<file path="src/rtl/lc_pkg.sv">
package lc_pkg;
  localparam int IDX_W  = 5;
  localparam int CNT_W  = 8;
  localparam int DATA_W = 8;
  localparam int IDX_LSB = 3;
  localparam int ROWS   = 1 << IDX_W;

  // Stored value = nominal length - 1.
  function automatic logic [CNT_W-1:0] lc_rom_word(input logic [IDX_W-1:0] idx);
    logic [3:0]       k;
    logic [CNT_W-1:0] base;
    k = idx[4:1];
    if (idx[0]) begin
      return {1'b0, k, 3'b111};
    end
    base = CNT_W'(10) + CNT_W'({k[3:2], 1'b0});
    return (base << k[1:0]) - CNT_W'(1);
  endfunction
endpackage

</file>
<file path="src/rtl/lc_row_decoder.sv">
module lc_row_decoder
  import lc_pkg::*;
(
  input  logic [IDX_W-1:0] idx_i,
  output logic [ROWS-1:0]  row_o
);
  for (genvar r = 0; r < ROWS; r++) begin : g_row
    assign row_o[r] = (idx_i == IDX_W'(r));
  end
endmodule

</file>
<file path="src/rtl/lc_or_plane.sv">
module lc_or_plane
  import lc_pkg::*;
(
  input  logic [ROWS-1:0]  row_i,
  output logic [CNT_W-1:0] word_o
);
  logic [CNT_W-1:0] contrib [ROWS];

  for (genvar r = 0; r < ROWS; r++) begin : g_cell
    localparam logic [CNT_W-1:0] CELL = lc_rom_word(IDX_W'(r));
    assign contrib[r] = row_i[r] ? CELL : '0;
  end

  always_comb begin
    word_o = '0;
    for (int r = 0; r < ROWS; r++) word_o = word_o | contrib[r];
  end
endmodule

</file>
<file path="src/rtl/lc_down_counter.sv">
module lc_down_counter
  import lc_pkg::*;
(
  input  logic             clk_i,
  input  logic             rst_ni,
  input  logic             en_i,
  input  logic             load_i,
  input  logic [CNT_W-1:0] load_val_i,
  input  logic             tick_i,
  output logic [CNT_W-1:0] cnt_o
);
  logic [CNT_W-1:0] cnt_q, cnt_d;

  always_comb begin
    cnt_d = cnt_q;
    if (!en_i)                        cnt_d = '0;
    else if (load_i)                  cnt_d = load_val_i;
    else if (tick_i && cnt_q != '0)   cnt_d = cnt_q - CNT_W'(1);
  end

  always_ff @(posedge clk_i or negedge rst_ni) begin
    if (!rst_ni) cnt_q <= '0;
    else         cnt_q <= cnt_d;
  end

  assign cnt_o = cnt_q;
endmodule

</file>
<file path="src/rtl/lc_length_counter.sv">
module lc_length_counter
  import lc_pkg::*;
(
  input  logic              clk_i,
  input  logic              rst_ni,
  input  logic              wr_i,
  input  logic [DATA_W-1:0] data_i,
  input  logic              tick_i,
  input  logic              en_i,
  output logic [CNT_W-1:0]  count_o,
  output logic              silence_o,
  output logic [ROWS-1:0]   row_o
);
  logic [IDX_W-1:0] idx;
  logic [CNT_W-1:0] rom_word;

  assign idx = data_i[IDX_LSB +: IDX_W];

  lc_row_decoder u_dec (.idx_i(idx), .row_o(row_o));
  lc_or_plane    u_rom (.row_i(row_o), .word_o(rom_word));

  lc_down_counter u_cnt (
    .clk_i, .rst_ni, .en_i,
    .load_i    (wr_i),
    .load_val_i(rom_word),
    .tick_i,
    .cnt_o     (count_o)
  );

  assign silence_o = (count_o == '0);
endmodule

</file>
<file path="config.mk">
export PLATFORM = sky130hd
export DESIGN_NAME = lc_length_counter
export DESIGN_NICKNAME = d
export VERILOG_FILES = /design/src/rtl/lc_pkg.sv /design/src/rtl/lc_row_decoder.sv /design/src/rtl/lc_or_plane.sv /design/src/rtl/lc_down_counter.sv /design/src/rtl/lc_length_counter.sv
export SDC_FILE = /design/constraint.sdc
export NUM_CORES = 1
export LEC_CHECK = 0
export BUFFER_PORTS_ARGS = -buffer_cell sky130_fd_sc_hd__buf_2
export CAP_MARGIN = 20
export CORE_MARGIN = 5
export CORE_UTILIZATION = 45
export DETAILED_ROUTE_END_ITERATION = 7
export PLACE_DENSITY = 0.87
export SYNTH_ARGS = -nofsm -noshare
export SYNTH_HDL_FRONTEND = slang
export SYNTH_SLANG_ARGS = --single-unit
</file>
<file path="constraint.sdc">
create_clock -name clk_i -period 4.15 [get_ports clk_i]
set_input_delay 1.245 -clock clk_i [delete_from_list [all_inputs] [get_ports clk_i]]
set_output_delay 1.245 -clock clk_i [all_outputs]
set_load 0.03 [all_outputs]
</file>
* Word level (Yosys, flattened, before mapping)
Index checks and enable logic that the tools add are counted.
** Cells by class
- Add/sub/neg operators :: 1
- $mul :: 0
- Div/mod/pow operators :: 0
- Magnitude comparators :: 0
- Equal/unequal tests :: 32
- Shift-type cells :: 0
- Mux-type cells :: 35
- Bitwise operators :: 31
- Reduce and logical (&&, ||, !) cells :: 4
** Operators with widths (number)
- OR 8 bit :: 31
- two-way mux 7 bit :: 12
- == test 5 bit (second input constant) :: 16
- two-way mux 6 bit :: 8
- == test 5 x 4 -> 1 bit (second input constant) :: 8
- two-way mux 5 bit :: 6
- two-way mux 8 bit :: 3
- == test 5 x 3 -> 1 bit (second input constant) :: 4
- two-way mux 4 bit :: 5
- == test 5 x 2 -> 1 bit (second input constant) :: 2
- zero test 8 bit :: 1
- nonzero test 8 bit :: 1
- subtractor 8 x 1 -> 8 bit (second input constant) :: 1
- == test 5 x 1 -> 1 bit (second input constant) :: 1
- zero test 5 bit :: 1
- two-way mux 3 bit :: 1
- inequality test 3 x 2 -> 1 bit (second input constant) :: 1
- logical AND 1 bit :: 1
** Word-level totals
- Register bits :: 8
- Latch bits :: 0
- Memory bits (writable) :: 0
- Bits in read-only memories :: 0
- Output and inout port bits :: 41
- Logic and storage cells :: 104
- Memories :: 0

* Logic depth before layout (Yosys ltp)
- Depth after elaboration :: 35
- Depth in mapped cells :: 6

* Hierarchy
From an unflattened synthesis, not the netlist that was laid out.
** Second synthesis, totals
- Cell total of the unflattened synthesis :: 144
- Area total of the unflattened synthesis :: 998.5 um^2
** Modules (own cells, without submodules)
- lc_down_counter :: instances 1, cells each 60, area an instance 549.3 um^2
- lc_row_decoder :: instances 1, cells each 47, area an instance 221.5 um^2
- lc_or_plane :: instances 1, cells each 34, area an instance 209.0 um^2
- lc_length_counter :: instances 1, cells each 3, area an instance 18.8 um^2

* Least setup slack after synthesis
Ideal clock, no wire load.
- Path kind :: input port to output port
- Start point :: in data_i[4]
- End point :: out row_o[12]
- Data arrival time :: 2.268 ns
- Data required time :: 2.905 ns
- Slack :: 0.637 ns
- Cell stages on the path :: 3
- Cell sequence :: clkbuf_1 or3_1 nor2_1
** On the way
- Longest elaborated chain between the ends :: 1
** RTL lines
- start, declared :: line lc_length_counter.sv:7 : input logic [DATA_W-1:0] data_i,
- == test 5 x 4 -> 1 bit :: line lc_row_decoder.sv:8 : assign row_o[r] = (idx_i == IDX_W'(r));
- end, declared :: line lc_length_counter.sv:12 : output logic [ROWS-1:0] row_o
No other way between the ends.

* Final worst setup path
- Start point :: in data_i[4]
- End point :: out row_o[15]
Same word-level chain as after synthesis.

==> impl_metrics.yaml <==
floorplanning:
  die_h_microns: 52.9
  dieArea_sq_um: 2800
  start_util_pct: 47.5
  pin_count: 54
  die_w_microns: 52.9
  core_sq_um: 1750
  rows: 15
place:
  dp_cells: 192
  place_area_sq_um: 1090
  io_buffer_count: 50
  dpl.hpwl_microns: 1950
  preCtsSetupSlack_ns: 0.698
  gp_congestion: 0.778
timing:
  slew_headroom_pct: 71.4
  setup_viol: 0
  fin_ws_ns: 0.673
  min_period_ns: 3.48
  hold_ws_ns: 0.634
  fin_crit_sh_pct: 83.8
  tns_ns: 0
  drv_slew: 0
  fmax_mhz: 288
  skew_ns: 0.00560
  tightest_slew_ns: 0.425
  grt_setup_unrepaired: "false"
  hold_viol_final: 0
global_route:
  grt_pass1_wl_microns: 3800
  grt_overflow: 0
  gr-usage-all-layers_pct: 17.8
  grt_most_used_layer: "met2"
  grt_antenna_before_repair: 0
  first_global_vias: 961
  grt_max_degree: 16
  use_met1_pct: 20.6
  use_met2_pct: 31.4
  use_met3_pct: 3.38
logic_synthesis:
  synth_top_family_by_area: "simple AND/OR/NAND/NOR gates"
  synth_edf_count: 0
  synth.area.mux_share_pct: 1.36
  synth_cell_types: 34
  synth_seq_area_share_pct: 24.2
  syn_inst: 123
  synthSimpleGateAreaFrac_pct: 44.1
  avgSynthCellArea_sq_um: 6.73
  synth_xor_area_share_pct: 3.17
  synth_compound_area_share_pct: 20.2
  yosys_warnings: 0
  synth.area.top_cells: "dfrtp_1 (24%), nor2_1 (18%), nand2_1 (5.4%)"
  synth_common_cells: "nor2_1 (39), nand2_1 (12), dfrtp_1 (8)"
  yosysMostFrequentCell: "nor2_1"
  synth_top_area_share_pct: 24.2
  async_flop_share_pct: 100
  synth_flop_cell: "dfrtp_1"
  synth_top_area_cell: "dfrtp_1"
  ys_ff_latch: 8
  syn_nets: 137
  synth_adder_area_share_pct: 1.51
  syn_area_sq_um: 828
cells_and_area:
  insertedDiodeCount: 0
  layout-drive-gt1-share_pct: 33.5
  finish.utilization_pct: 63.6
  postLayoutCellArea_sq_um: 1110
  largest_reg_flops: 8
  finalNonFillerCells: 195
  syn_to_final_growth_pct: 34.0
  nets: 186
clock_tree:
  post_cts_buffers: 0
  clk_path_buf_depth: 2
  postCtsResizedCells: 0
  cts_hold_buf: 0
  cts_made_buffers: 3
  clkTransAtPathRegs_ns: 0.05
  insertion_delay_ns: 0.26
  htree_levels: 1
  cts_root_buf: "clkbuf_4"
  cts_tree: "yes"
  cts.sinks: 8
worst_hold_path:
  min_path_type: "reg2reg"
worst_setup_path:
  worstSetupEndpointType: "output port"
  critPathRequiredTime_ns: 2.90
  crit_path_start_kind: "input pin"
  crit_path_max_fanout: 12
  cp_data_arrival_time_ns: 2.23
  crit_type: "in2out"
detailed_routing:
  first_pass_iters: 4
  wl_per_cell_microns: 12.1
  ant_nets: 0
  vias: 1003
  drt_iter0_markers: 14
  routed_via_density: 5.14
  drc: 0
  routed_wl_microns: 2360
power:
  leakage_nw: 0.622
  ir_worst_vdd_v: 0.000111
  fin_total_pwr_mw: 0.262
  p_per_area_nw_per_um2: 236
job:
  maxCapViolations: 0
outcome:
  status: "finished, final reports clean"
worst paths after layout:
| kind | end | startpoint | slack (ns) | cells after the start |
|---|---|---|---|---|
| setup / recovery | row_o[15] | data_i[4] | 0.67 | 5 |
| hold / removal | u_cnt.cnt_o[2] | u_cnt.cnt_o[2] | 0.63 | 2 |
| setup reg to reg | u_cnt.cnt_o[5] | u_cnt.cnt_o[2] | 2.30 | 4 |
| hold reg to reg | u_cnt.cnt_o[2] | u_cnt.cnt_o[2] | 0.63 | 2 |
| max in group asynchronous | u_cnt.cnt_o[4] | rst_ni | 3.16 | 1 |
| min in group asynchronous | u_cnt.cnt_o[3] | rst_ni | 0.82 | 1 |
critical path: stages:
cell and delay [ns]:
buf_2 0.19, nor2b_1 0.29, nand2_1 0.16, nor2_1 0.13, buf_2 0.21
kinds of logic after synthesis:
group           Yosys count
fa+ha+maj                 1
compound gates           22
xor+xnor                  3
flops                     8
simple gates             76
mux                       1
buf+inv                  12
cells in the final DEF, fill, tap and decap left out, types with 2 or more instances in the layout:
| cell type | instances |
|---|---|
| buf_2 | 50 |
| nor2_1 | 39 |
| nand2_1 | 12 |
| dfrtp_1 | 8 |
| nor2b_1 | 6 |
| inv_1 | 6 |
| nand3_1 | 4 |
| a21oi_1 | 4 |
| nand2b_1 | 3 |
| nor3_1 | 3 |
| o211a_1 | 3 |
| o21ai_0 | 3 |
| clkbuf_4 | 3 |
| or3_1 | 2 |
| a21o_1 | 2 |
| a2111oi_2 | 2 |
| xnor2_1 | 2 |
layout make-up:
| class | count | area, sq um |
|---|---|---|
| Tap cell | 25 | 31.3 |
| Sequential cell | 8 | 200 |
| Inverter | 6 | 22.5 |
| Timing Repair Buffer | 50 | 250 |
| Clock buffer | 3 | 22.5 |
| Multi-Input combinational cell | 103 | 583 |
| Fill cell | 186 | 636 |
power by group:
part           internal, mW  total (mW)  switching, mW  leakage (nW)
logic                0.0370       0.110         0.0725         0.505
registers            0.0843      0.0945         0.0102         0.104
clock network        0.0330      0.0580         0.0250        0.0138
metal layers:
layer / up-vias / wire [microns]
met3: 5 / 300
met1: 432 / 1010
met4: 0 / 40
met2: 53 / 1010
met5: - / 0
li1: 513 / -
Power figures use the tool's default switching activity.
